==> config.mk <==
export PLATFORM = sky130hd
export DESIGN_NAME = ptm_ctrl
export DESIGN_NICKNAME = d
export VERILOG_FILES = /design/src/rtl/ptm_pkg.sv /design/src/rtl/ptm_strobe_sync.sv /design/src/rtl/ptm_mode_fsm.sv /design/src/rtl/ptm_access.sv /design/src/rtl/ptm_compress.sv /design/src/rtl/ptm_ctrl.sv
export SDC_FILE = /design/constraint.sdc
export NUM_CORES = 1
export LEC_CHECK = 0
export BUFFER_PORTS_ARGS = -buffer_cell sky130_fd_sc_hd__buf_2
export CAP_MARGIN = 25
export CORE_ASPECT_RATIO = 0.8
export CORE_MARGIN = 4
export CORE_UTILIZATION = 55
export CTS_CLUSTER_SIZE = 24
export DETAILED_ROUTE_END_ITERATION = 10
export HOLD_SLACK_MARGIN = 0.12
export PLACE_DENSITY = 0.85
export SLEW_MARGIN = 10
export SYNTH_ARGS = -nofsm -noshare
export SYNTH_HDL_FRONTEND = slang
export SYNTH_SLANG_ARGS = --single-unit
==> constraint.sdc <==
create_clock -name clk -period 2.5 [get_ports clk]
set_clock_uncertainty 0.1 [all_clocks]
set_input_delay 0.375 -clock clk [delete_from_list [all_inputs] [get_ports clk]]
set_output_delay 0.375 -clock clk [all_outputs]
set_load 0.01 [all_outputs]
==> src/rtl/ptm_pkg.sv <==
package ptm_pkg;
  typedef enum logic [1:0] {
    KIND_NONE = 2'd0,
    KIND_ROW  = 2'd1,
    KIND_CBR  = 2'd2,
    KIND_WCBR = 2'd3
  } cyc_kind_e;

  localparam int SLOT_W = 2;
  localparam int SLOTS  = 1 << SLOT_W;
endpackage

==> src/rtl/ptm_strobe_sync.sv <==
module ptm_strobe_sync #(
  parameter int ADDR_W = 11,
  parameter int IO_W   = 4
) (
  input  logic              clk,
  input  logic              rst_n,
  input  logic              ras_n,
  input  logic              cas_n,
  input  logic              we_n,
  input  logic [ADDR_W-1:0] addr,
  input  logic [IO_W-1:0]   dq_in,
  output logic              s_ras_n,
  output logic              s_cas_n,
  output logic              s_we_n,
  output logic [ADDR_W-1:0] s_addr,
  output logic [IO_W-1:0]   s_dq,
  output logic              ev_ras_fall,
  output logic              ev_ras_rise,
  output logic              ev_cas_fall
);
  logic d_ras_n, d_cas_n;

  // first stage: capture pins; second stage: previous strobe levels
  always_ff @(posedge clk) begin
    if (!rst_n) begin
      s_ras_n <= 1'b1;
      s_cas_n <= 1'b1;
      s_we_n  <= 1'b1;
      s_addr  <= '0;
      s_dq    <= '0;
      d_ras_n <= 1'b1;
      d_cas_n <= 1'b1;
    end else begin
      s_ras_n <= ras_n;
      s_cas_n <= cas_n;
      s_we_n  <= we_n;
      s_addr  <= addr;
      s_dq    <= dq_in;
      d_ras_n <= s_ras_n;
      d_cas_n <= s_cas_n;
    end
  end

  assign ev_ras_fall = d_ras_n & ~s_ras_n;
  assign ev_ras_rise = ~d_ras_n & s_ras_n;
  assign ev_cas_fall = d_cas_n & ~s_cas_n;
endmodule

==> src/rtl/ptm_mode_fsm.sv <==
module ptm_mode_fsm
  import ptm_pkg::*;
(
  input  logic      clk,
  input  logic      rst_n,
  input  logic      ev_ras_fall,
  input  logic      ev_ras_rise,
  input  logic      ev_cas_fall,
  input  logic      s_ras_n,
  input  logic      s_cas_n,
  input  logic      s_we_n,
  output logic      test_mode,
  output cyc_kind_e kind,
  output logic      col_go
);
  logic in_row;
  logic col_seen;

  // a column access counts only inside a row cycle while the row strobe is low
  assign col_go = ev_cas_fall & in_row & ~s_ras_n;

  always_ff @(posedge clk) begin
    if (!rst_n) begin
      test_mode <= 1'b0;
      kind      <= KIND_NONE;
      in_row    <= 1'b0;
      col_seen  <= 1'b0;
    end else begin
      if (ev_ras_fall) begin
        if (s_cas_n) begin
          kind     <= KIND_ROW;
          in_row   <= 1'b1;
          col_seen <= 1'b0;
        end else if (s_we_n) begin
          kind      <= KIND_CBR;
          in_row    <= 1'b0;
          test_mode <= 1'b0;
        end else begin
          kind      <= KIND_WCBR;
          in_row    <= 1'b0;
          test_mode <= 1'b1;
        end
      end else if (ev_ras_rise) begin
        // row cycle with no column access is a row-only refresh
        if (in_row && !col_seen) begin
          test_mode <= 1'b0;
        end
        in_row <= 1'b0;
      end else if (col_go) begin
        col_seen <= 1'b1;
      end
    end
  end
endmodule

==> src/rtl/ptm_access.sv <==
module ptm_access
  import ptm_pkg::*;
#(
  parameter int ADDR_W = 11,
  parameter int IO_W   = 4,
  localparam int GA_W  = 2 * ADDR_W - SLOT_W,
  localparam int WD_W  = SLOTS * IO_W
) (
  input  logic              clk,
  input  logic              rst_n,
  input  logic              ev_ras_fall,
  input  logic              s_cas_n,
  input  logic              s_we_n,
  input  logic [ADDR_W-1:0] s_addr,
  input  logic [IO_W-1:0]   s_dq,
  input  logic              col_go,
  input  logic              test_mode,
  output logic              req_valid,
  input  logic              req_ready,
  output logic              req_we,
  output logic [GA_W-1:0]   req_addr,
  output logic [SLOTS-1:0]  req_wmask,
  output logic [WD_W-1:0]   req_wdata,
  output logic              ctx_test,
  output logic [SLOT_W-1:0] ctx_slot
);
  logic [ADDR_W-1:0] row_q;
  logic [SLOTS-1:0]  nxt_mask;
  logic [WD_W-1:0]   nxt_wdata;
  logic [SLOT_W-1:0] col_slot;
  logic              load;

  assign col_slot = s_addr[SLOT_W-1:0];

  // per-slot enable and data fan-out
  for (genvar k = 0; k < SLOTS; k++) begin : g_slot
    assign nxt_mask[k] = ~s_we_n & (test_mode | (col_slot == SLOT_W'(k)));
    assign nxt_wdata[k*IO_W +: IO_W] = s_dq;
  end

  assign load = col_go & (~req_valid | req_ready);

  always_ff @(posedge clk) begin
    if (!rst_n) begin
      row_q <= '0;
    end else if (ev_ras_fall && s_cas_n) begin
      row_q <= s_addr;
    end
  end

  always_ff @(posedge clk) begin
    if (!rst_n) begin
      req_valid <= 1'b0;
      req_we    <= 1'b0;
      req_addr  <= '0;
      req_wmask <= '0;
      req_wdata <= '0;
      ctx_test  <= 1'b0;
      ctx_slot  <= '0;
    end else if (load) begin
      req_valid <= 1'b1;
      req_we    <= ~s_we_n;
      req_addr  <= {row_q, s_addr[ADDR_W-1:SLOT_W]};
      req_wmask <= nxt_mask;
      req_wdata <= nxt_wdata;
      if (s_we_n) begin
        ctx_test <= test_mode;
        ctx_slot <= col_slot;
      end
    end else if (req_ready) begin
      req_valid <= 1'b0;
    end
  end
endmodule

==> src/rtl/ptm_compress.sv <==
module ptm_compress
  import ptm_pkg::*;
#(
  parameter int IO_W     = 4,
  parameter int TM_EXTRA = 2,
  localparam int WD_W    = SLOTS * IO_W,
  localparam int CNT_W   = $clog2(TM_EXTRA + 2)
) (
  input  logic              clk,
  input  logic              rst_n,
  input  logic              rsp_valid,
  input  logic [WD_W-1:0]   rsp_data,
  input  logic              ctx_test,
  input  logic [SLOT_W-1:0] ctx_slot,
  output logic              rd_valid,
  output logic [IO_W-1:0]   rd_data
);
  logic [IO_W-1:0]  agree;
  logic [IO_W-1:0]  picked;
  logic [IO_W-1:0]  result;
  logic [CNT_W-1:0] wait_cnt;

  // per I/O line: pass when all four cells carry the same bit
  for (genvar io = 0; io < IO_W; io++) begin : g_line
    logic [SLOTS-1:0] cells;
    for (genvar s = 0; s < SLOTS; s++) begin : g_cell
      assign cells[s] = rsp_data[s*IO_W + io];
    end
    assign agree[io] = (&cells) | ~(|cells);
  end

  assign picked = rsp_data[ctx_slot*IO_W +: IO_W];
  assign result = ctx_test ? agree : picked;

  always_ff @(posedge clk) begin
    if (!rst_n) begin
      rd_valid <= 1'b0;
      rd_data  <= '0;
      wait_cnt <= '0;
    end else if (rsp_valid) begin
      rd_data <= result;
      if (ctx_test && (TM_EXTRA > 0)) begin
        wait_cnt <= CNT_W'(TM_EXTRA);
        rd_valid <= 1'b0;
      end else begin
        rd_valid <= 1'b1;
      end
    end else if (wait_cnt != '0) begin
      wait_cnt <= wait_cnt - 1'b1;
      rd_valid <= (wait_cnt == CNT_W'(1));
    end else begin
      rd_valid <= 1'b0;
    end
  end
endmodule

==> src/rtl/ptm_ctrl.sv <==
module ptm_ctrl
  import ptm_pkg::*;
#(
  parameter int ADDR_W   = 11,
  parameter int IO_W     = 4,
  parameter int TM_EXTRA = 2,
  localparam int GA_W    = 2 * ADDR_W - SLOT_W,
  localparam int WD_W    = SLOTS * IO_W
) (
  input  logic              clk,
  input  logic              rst_n,
  input  logic              ras_n,
  input  logic              cas_n,
  input  logic              we_n,
  input  logic [ADDR_W-1:0] addr,
  input  logic [IO_W-1:0]   dq_in,
  output logic              rd_valid,
  output logic [IO_W-1:0]   rd_data,
  output logic              test_mode,
  output logic [1:0]        cycle_kind,
  output logic              arr_req_valid,
  input  logic              arr_req_ready,
  output logic              arr_req_we,
  output logic [GA_W-1:0]   arr_req_addr,
  output logic [SLOTS-1:0]  arr_req_wmask,
  output logic [WD_W-1:0]   arr_req_wdata,
  input  logic              arr_rsp_valid,
  input  logic [WD_W-1:0]   arr_rsp_data
);
  logic              s_ras_n, s_cas_n, s_we_n;
  logic [ADDR_W-1:0] s_addr;
  logic [IO_W-1:0]   s_dq;
  logic              ev_ras_fall, ev_ras_rise, ev_cas_fall;
  logic              col_go;
  cyc_kind_e         kind;
  logic              ctx_test;
  logic [SLOT_W-1:0] ctx_slot;

  ptm_strobe_sync #(.ADDR_W(ADDR_W), .IO_W(IO_W)) u_sync (
    .clk(clk), .rst_n(rst_n),
    .ras_n(ras_n), .cas_n(cas_n), .we_n(we_n), .addr(addr), .dq_in(dq_in),
    .s_ras_n(s_ras_n), .s_cas_n(s_cas_n), .s_we_n(s_we_n),
    .s_addr(s_addr), .s_dq(s_dq),
    .ev_ras_fall(ev_ras_fall), .ev_ras_rise(ev_ras_rise), .ev_cas_fall(ev_cas_fall)
  );

  ptm_mode_fsm u_fsm (
    .clk(clk), .rst_n(rst_n),
    .ev_ras_fall(ev_ras_fall), .ev_ras_rise(ev_ras_rise), .ev_cas_fall(ev_cas_fall),
    .s_ras_n(s_ras_n), .s_cas_n(s_cas_n), .s_we_n(s_we_n),
    .test_mode(test_mode), .kind(kind), .col_go(col_go)
  );

  ptm_access #(.ADDR_W(ADDR_W), .IO_W(IO_W)) u_acc (
    .clk(clk), .rst_n(rst_n),
    .ev_ras_fall(ev_ras_fall), .s_cas_n(s_cas_n), .s_we_n(s_we_n),
    .s_addr(s_addr), .s_dq(s_dq), .col_go(col_go), .test_mode(test_mode),
    .req_valid(arr_req_valid), .req_ready(arr_req_ready), .req_we(arr_req_we),
    .req_addr(arr_req_addr), .req_wmask(arr_req_wmask), .req_wdata(arr_req_wdata),
    .ctx_test(ctx_test), .ctx_slot(ctx_slot)
  );

  ptm_compress #(.IO_W(IO_W), .TM_EXTRA(TM_EXTRA)) u_cmp (
    .clk(clk), .rst_n(rst_n),
    .rsp_valid(arr_rsp_valid), .rsp_data(arr_rsp_data),
    .ctx_test(ctx_test), .ctx_slot(ctx_slot),
    .rd_valid(rd_valid), .rd_data(rd_data)
  );

  assign cycle_kind = kind;
endmodule

==> results.toml, run 1 <==
[placement]
dpl.hpwl_um = 4620
gp_congestion = 0.827
place_inst = 468
place_area_sq_um = 3480
port_buffers = 87

[synthesis]
syn-num-nets = 374
synth_async_sr_flop_share_pct = 0
ys_top_cells_by_count = "76 x dfxtp_1, 72 x nand2_1, 20 x and2_1"
synth_cells = 332
yosys_warnings = 0
synth.top_cell.area_share_pct = 48.7
syn_avg_cell_area_sq_um = 9.40
ys_types = 35
synth_edf_count = 0
synth_largest_area_cell = "dfxtp_1"
ys_seq_elements = 76
synth_most_common_cell = "dfxtp_1"
yosysSeqAreaShare_pct = 48.7
synthesis.area_sq_um = 3120
synth_area_leaders = "dfxtp_1 49%, nand2_1 8.7%, a21boi_1 4.3%"
synth_flop_cell = "dfxtp_1"

[power_and_ir_drop]
switching_power_w = 0.000508
p_total_w = 0.00224
clock_power_share_pct = 36.5
p_leak_nw = 1.60
power_density_nw_per_um2 = 604
p_seq_share_pct = 56.5
sw_frac_of_total_pct = 22.7
ir_drop_uv = 425
power.internal_w = 0.00173
combPwrFrac_pct = 7.0

[detailed_routing]
via_per_inst = 5.06
drtAntennaViolNets = 0
vias = 2467
wl_um = 6290
drc_errors = 0
first_pass_iters = 4
drtIter0Drc = 140
wl_per_cell_um = 12.9

[die]
fp-row-count = 24
die_area_sq_um = 6950
die_h_um = 75.4
die_w_um = 92.2
start_util_pct = 57.1
io_pins = 88
coreArea_sq_um = 5470

[clock_network]
cts_root_buf = "clkbuf_8"
hold_buffers = 3
insertion_delay_ns = 0.34
cts.repair.resized = 0
cts_max_level = 3
cts_made_buffers = 9
cts_setup_buffers = 0
cts_tree = "built"
clkTransAtPathRegs_ns = 0.07
cts.sinks = 76
cts_buffer_depth = 2

[global_route]
grt_first_pass_wirelength_um = 10400
grt_pass1_vias = 2330
grt_antenna_before_repair = 0
grt_overflow_total = 0
grt_usage_pct = 18.9
grt_max_degree = 33

[timing]
period_needed_ns = 1.61
max_clock_freq_mhz = 620
worst_pin_slew_ns = 0.427
setup_tns_ns = 0
setup_viol = 0
slew_headroom_pct = 71.4
rsz0062_at_grt = "false"
finalCritPeriodShare_pct = 64.5
finalHoldViolCount = 0
finalMaxSlewViolations = 0

[critical_path]
cp.arrival_ns = 1.78
startpoint = "u_sync.s_cas_n$_SDFF_PN1_"
required_ns = 2.67
path_class = "flip-flop to flip-flop"
crit_path_end = "u_acc.req_wmask[1]$_SDFFE_PN0P_"
ff2ff_path_depth = 4
r2r-end = "u_acc.req_wmask[1]$_SDFFE_PN0P_"
reg2reg_slack_ns = 0.89
rr_startpoint = "u_sync.s_cas_n$_SDFF_PN1_"
cp_max_fo = 14
critPathLaunchType = "flip-flop"
critPathCaptureType = "flip-flop"

[final_layout]
antenna_cells = 0
fin_nets = 448
area_growth_pct = 18.6
n_fill_cell = 468
final_area_sq_um = 3700
postLayoutCoreUtil_pct = 67.8
fin_cells = 488
drive_above_1_share_pct = 32.4

[run]
cap_violations = 0

[hold_path]
holdCritPathClass = "input pin to flip-flop"

[run_status]
status = "finished, final reports clean"
cell usage in the layout, fill, tap and decap left out:
cell type and n:
clkinv_2 2, a21boi_0 13, o21ai_0 6, nor3b_1 1, nand2b_1 6, o21a_1 1, nor2b_1 3, nand3b_1 4
or4_1 4, nand2_1 72, clkinvlp_4 2, mux2i_1 4, nand3_1 6, buf_4 4, inv_1 9, dfxtp_1 76
clkbuf_8 11, xor2_1 1, o21ai_1 1, and4bb_2 1, nand4_1 4, o221a_2 1, a21boi_1 18, o22ai_1 1
ha_1 4, a21oi_1 7, dlygate4sd3_1 5, mux4_2 4, and2_1 20, or3_1 4, buf_2 87, nor2_1 2
o2111ai_1 4, a21boi_2 10, nand2_2 11, a31oi_1 1
critical path, stage by stage (launching register included):
cell and delay (ns):
dfxtp_1 0.33, and4bb_2 0.36, nand2_2 0.19, or3_1 0.40, a21boi_1 0.16
power by group through the flow:
stage | Sequential, W | Clock [W] | Combinational (W)
2_1_floorplan | 0.00129 | 0 | 0.0000902
3_3_place_gp | 0.00129 | 0 | 0.000142
3_5_place_dp | 0.00129 | 0 | 0.000151
4_1_cts | 0.00126 | 0.000842 | 0.000155
5_1_grt | 0.00127 | 0.000892 | 0.000175
6_report | 0.00127 | 0.000816 | 0.000157
cells by family (layout without fill, tap and decap cells):
logic type | Yosys count | after routing | share of synthesized area [%]
AO/OA/AOI/OAI | 63 | 63 | 15.4
multiplexers | 8 | 8 | 4.17
adder cells (fa/ha/maj) | 4 | 4 | 1.60
AND/OR/NAND/NOR | 138 | 138 | 22.0
buffers and inverters | 42 | 120 | 7.74
flip-flops | 76 | 76 | 48.7
XOR/XNOR | 1 | 1 | 0.281
state kept, by name (all words and copies together) (netlist names):
| register | cells |
|---|---|
| u_acc.ctx_slot | 2 |
| u_acc.ctx_test | 1 |
| u_sync.s_we_n | 1 |
| u_acc.req_wmask | 4 |
| u_fsm.col_seen | 1 |
| u_acc.row_q | 11 |
| u_cmp.rd_valid | 1 |
| u_cmp.wait_cnt | 2 |
| u_acc.req_addr | 20 |
| u_fsm.test_mode | 1 |
| u_sync.d_cas_n | 1 |
| u_acc.req_we | 1 |
| u_sync.s_cas_n | 1 |
| u_acc.req_wdata | 4 |
| u_sync.d_ras_n | 1 |
| u_cmp.rd_data | 4 |
| u_acc.req_valid | 1 |
| u_sync.s_ras_n | 1 |
| u_sync.s_dq | 4 |
| u_fsm.in_row | 1 |
| u_sync.s_addr | 11 |
| u_fsm.kind | 2 |
routing by layer:
layer / track usage [%] / up-vias / routed length [um]
met5: 0 / - / 0
met4: 8.90 / 0 / 92
met3: 5.92 / 10 / 373
met2: 31.9 / 75 / 3030
met1: 22.6 / 1137 / 2800
li1: - / 1245 / -
area by class of cell:
cell class	instances	area [sq um]	area share, %
Clock buffer	11	151	4.09
Clock inverter	4	25.0	0.676
Inverter	9	33.8	0.912
Multi-Input combinational cell	214	1360	36.7
Sequential cell	76	1520	41.1
Tap cell	78	97.6	2.64
Timing Repair Buffer	96	515	13.9
how the worst min path moves through the flow:
| stage | startpoint | to | slack (ns) | cells past startpoint |
|---|---|---|---|---|
| floorplan | u_sync.s_dq[3]$_SDFF_PN0_ | u_acc.req_wdata[11]$_SDFFE_PN0P_ | 0.32 | 2 |
| global placement | u_sync.s_dq[2]$_SDFF_PN0_ | u_acc.req_wdata[14]$_SDFFE_PN0P_ | 0.32 | 2 |
| detailed placement | u_sync.s_dq[0]$_SDFF_PN0_ | u_acc.req_wdata[12]$_SDFFE_PN0P_ | 0.33 | 2 |
| CTS | addr[4] | u_sync.s_addr[4]$_SDFF_PN0_ | 0.12 | 2 |
| global route | addr[1] | u_sync.s_addr[1]$_SDFF_PN0_ | 0.12 | 2 |
| finish | dq_in[2] | u_sync.s_dq[2]$_SDFF_PN0_ | 0.14 | 2 |
per-stage QoR:
stage          worst slack, ns  hold slack, ns
6_report                 0.888           0.138
5_1_grt                  0.720           0.122
4_1_cts                  0.883           0.122
3_5_place_dp             0.867           0.330
3_3_place_gp             0.925           0.320
2_1_floorplan            0.980           0.316
No activity file was read; power rests on OpenSTA's default activity.
==> inputs of run 2 (changes only) <==
--- a/config.mk
+++ b/config.mk
@@ -5,15 +5,16 @@
 export SDC_FILE = /design/constraint.sdc
 export NUM_CORES = 1
 export LEC_CHECK = 0
+export ABC_AREA = 1
 export BUFFER_PORTS_ARGS = -buffer_cell sky130_fd_sc_hd__buf_2
 export CAP_MARGIN = 25
 export CORE_ASPECT_RATIO = 0.8
 export CORE_MARGIN = 4
-export CORE_UTILIZATION = 55
+export CORE_UTILIZATION = 46
 export CTS_CLUSTER_SIZE = 24
 export DETAILED_ROUTE_END_ITERATION = 10
 export HOLD_SLACK_MARGIN = 0.12
-export PLACE_DENSITY = 0.85
+export PLACE_DENSITY = 0.76
 export SLEW_MARGIN = 10
 export SYNTH_ARGS = -nofsm -noshare
 export SYNTH_HDL_FRONTEND = slang
==> constraint.sdc (replaced) <==
create_clock -name clk -period 1.4 [get_ports clk]
set_clock_uncertainty 0.1 [all_clocks]
set_input_delay 0.21 -clock clk [delete_from_list [all_inputs] [get_ports clk]]
set_output_delay 0.21 -clock clk [all_outputs]
set_load 0.01 [all_outputs]
==> run 2 against run 1 <==
  * Cell area grew 7.4%
  * Highest routed layer unchanged
  * Count of clock-buffer cells in the layout fell by 1
  * Non-clock buffer count grew 22
  * Die area up 16%
  * Sequential power increased by 80%
  * Core utilization is 6.0 points lower
  * Synthesized area shrank 1.2%
  * Cell count up 24%
  * Critical endpoint is now u_acc.row_q[5]$_SDFFE_PN0P_
==> results.toml, run 2 <==
[run_status]
status = "finished, final reports clean"

[die]
die_area_sq_um = 8080
fp-row-count = 26
io_pins = 88
die_w_um = 99.5
coreArea_sq_um = 6440
start_util_pct = 47.9
die_h_um = 81.2

[critical_path]
cp_common_cell = "nor2_1"
slowest_delay_ns = 0.33
required_ns = 1.54
path_class = "flip-flop to flip-flop"
critPathLaunchType = "flip-flop"
cp.arrival_ns = 1.53
crit_path_end = "u_acc.row_q[5]$_SDFFE_PN0P_"
crit_slowest_cell = "dfxtp_2"
critPathCaptureType = "flip-flop"
r2r-end = "u_acc.row_q[5]$_SDFFE_PN0P_"
ff2ff_path_depth = 7
cp_max_fo = 7
startpoint = "u_sync.s_ras_n$_SDFF_PN1_"
cp_cell_sequence = "inv_2 > ha_1 > nand2_2 > clkinvlp_4 > buf_4 > nor2_1 > nor2_1"
rr_startpoint = "u_sync.s_ras_n$_SDFF_PN1_"
reg2reg_slack_ns = 0.01

[power_and_ir_drop]
ir_drop_uv = 698
power_density_nw_per_um2 = 1090
p_leak_nw = 2.00

[synthesis]
synth_top_family_by_area = "simple AND/OR/NAND/NOR gates"
synth_mux_area_share_pct = 0
yosysSeqAreaShare_pct = 49.4
yosys.area_share.simple_pct = 24.2
ys_seq_elements = 76
ys_top_cells_by_count = "118 x nand2_1, 76 x dfxtp_1, 52 x inv_1"
synth_cells = 413
synthesis.area_sq_um = 3080
synth_compound_area_share_pct = 11.9
synth_flop_cell = "dfxtp_1"
synthXorXnorAreaFrac_pct = 0
syn_avg_cell_area_sq_um = 7.46
syn-num-nets = 455
synth.top_cell.area_share_pct = 49.4
ys_types = 23
yosys_warnings = 0
synthAdderAreaFrac_pct = 1.62
synth_async_sr_flop_share_pct = 0
synth_area_leaders = "dfxtp_1 49%, nand2_1 14%, a21oi_1 6.5%"
synth_edf_count = 0
synth_most_common_cell = "nand2_1"
synth_largest_area_cell = "dfxtp_1"

[timing]
setup_viol = 0
finalHoldViolCount = 0
finalCritPeriodShare_pct = 99.3
max_clock_freq_mhz = 719
finalMaxSlewViolations = 0
period_needed_ns = 1.39
layout_setup_ws_ns = 0.00968
slew_headroom_pct = 73.4
setup_tns_ns = 0
worst_pin_slew_ns = 0.398

[placement]
dpl.hpwl_um = 4920
gp_congestion = 0.862
pre_cts_ws_ns = 0.0519
place_inst = 564
port_buffers = 87

[clock_network]
cts_root_buf = "clkbuf_8"
clkTransAtPathRegs_ns = 0.07
insertion_delay_ns = 0.35
cts_buffer_depth = 2
cts_tree = "built"
cts_made_buffers = 9
cts_max_level = 3
cts.sinks = 76

[detailed_routing]
wl_um = 7260
wl_per_cell_um = 12.0
drtIter0Drc = 105
via_per_inst = 4.73
vias = 2853
drtAntennaViolNets = 0
first_pass_iters = 4
drc_errors = 0

[hold_path]
holdCritPathClass = "input pin to flip-flop"

[final_layout]
fin_cells = 603
area_growth_pct = 29.1
mostFrequentLayoutCells = "117 x nand2_1, 87 x buf_2, 75 x dfxtp_1, 51 x inv_1, 40 x a21oi_1"
drive_above_1_share_pct = 25.0
fin_nets = 556
postLayoutCoreUtil_pct = 61.8
largestRegisters = "u_acc.req_addr x20, u_acc.row_q x11, u_sync.s_addr x11"
layout_commonest_cell = "nand2_1"
top_register = "u_acc.req_addr"
antenna_cells = 0
largest_reg_flops = 20

[global_route]
grt_first_pass_wirelength_um = 11200
grt_usage_pct = 17.7
grt_antenna_before_repair = 0
grt_max_degree = 38
grt_overflow_total = 0
grt_pass1_vias = 2541

[run]
cap_violations = 0
run 2: cell type report:
class,count,area (sq um)
fillers,577,2460
clock inverters,6,63.8
flip-flops and latches,76,1520
clock buffers,10,138
repair buffers,118,762
inverters,56,221
multi-input cells,253,1170
well taps,84,105
run 2: metrics by stage:
stage / total power (W) / hold WS [ns] / area [sq um]
floorplan: 0.00252 / 0.208 / 3080
global placement: 0.00264 / 0.292 / 3520
detailed placement: 0.00265 / 0.296 / 3520
CTS: 0.00435 / 0.142 / 3920
global route: 0.00452 / 0.184 / 3980
finish: 0.00432 / 0.156 / 3980
run 2: cells by family after synthesis:
kind of cell / Yosys count
flops: 76
buf+inv: 84
simple gates: 176
fa+ha+maj: 4
compound gates: 73
run 2: worst min-delay path by stage:
stage	from	to	slack [ns]	cells after the start
2_1_floorplan	addr[0]	u_sync.s_addr[0]$_SDFF_PN0_	0.21	2
3_3_place_gp	addr[4]	u_sync.s_addr[4]$_SDFF_PN0_	0.29	3
3_5_place_dp	addr[5]	u_sync.s_addr[5]$_SDFF_PN0_	0.30	3
4_1_cts	arr_req_ready	u_acc.req_valid$_SDFFE_PN0P_	0.14	4
5_1_grt	arr_req_ready	u_acc.req_valid$_SDFFE_PN0P_	0.18	4
6_report	arr_req_ready	u_acc.req_valid$_SDFFE_PN0P_	0.16	4
run 2: power breakdown:
part / internal (W) / leakage, nW / switching, W
registers: 0.00224 / 0.621 / 0.0000400
clock network: 0.000867 / 0.0983 / 0.000795
logic: 0.000178 / 1.28 / 0.000208
total: 0.00328 / 2.00 / 0.00104
run 2: worst max-delay path: cells and delay by family (launching register included):
| kind | cells | cell delay (ns) |
|---|---|---|
| buf+inv | 3 | 0.38 |
| fa+ha+maj | 1 | 0.22 |
| simple gates | 3 | 0.25 |
| flops | 1 | 0.33 |
run 2: timing repair:
action | in CTS | in global routing
endpoints found under the setup margin | 0 | 7
endpoints found under the hold margin | 20 | 0
gates resized for setup | 0 | 9
hold buffers | 19 | 0
setup buffers | 0 | 3
run 2: metal layers:
metal  vias to the layer above  routed length, um  track usage, %
met1                      1279               3330            21.6
met5                         -                  0               0
met4                         0                131            6.14
met3                        14                497            6.52
li1                       1478                  -               -
met2                        82               3300            29.1
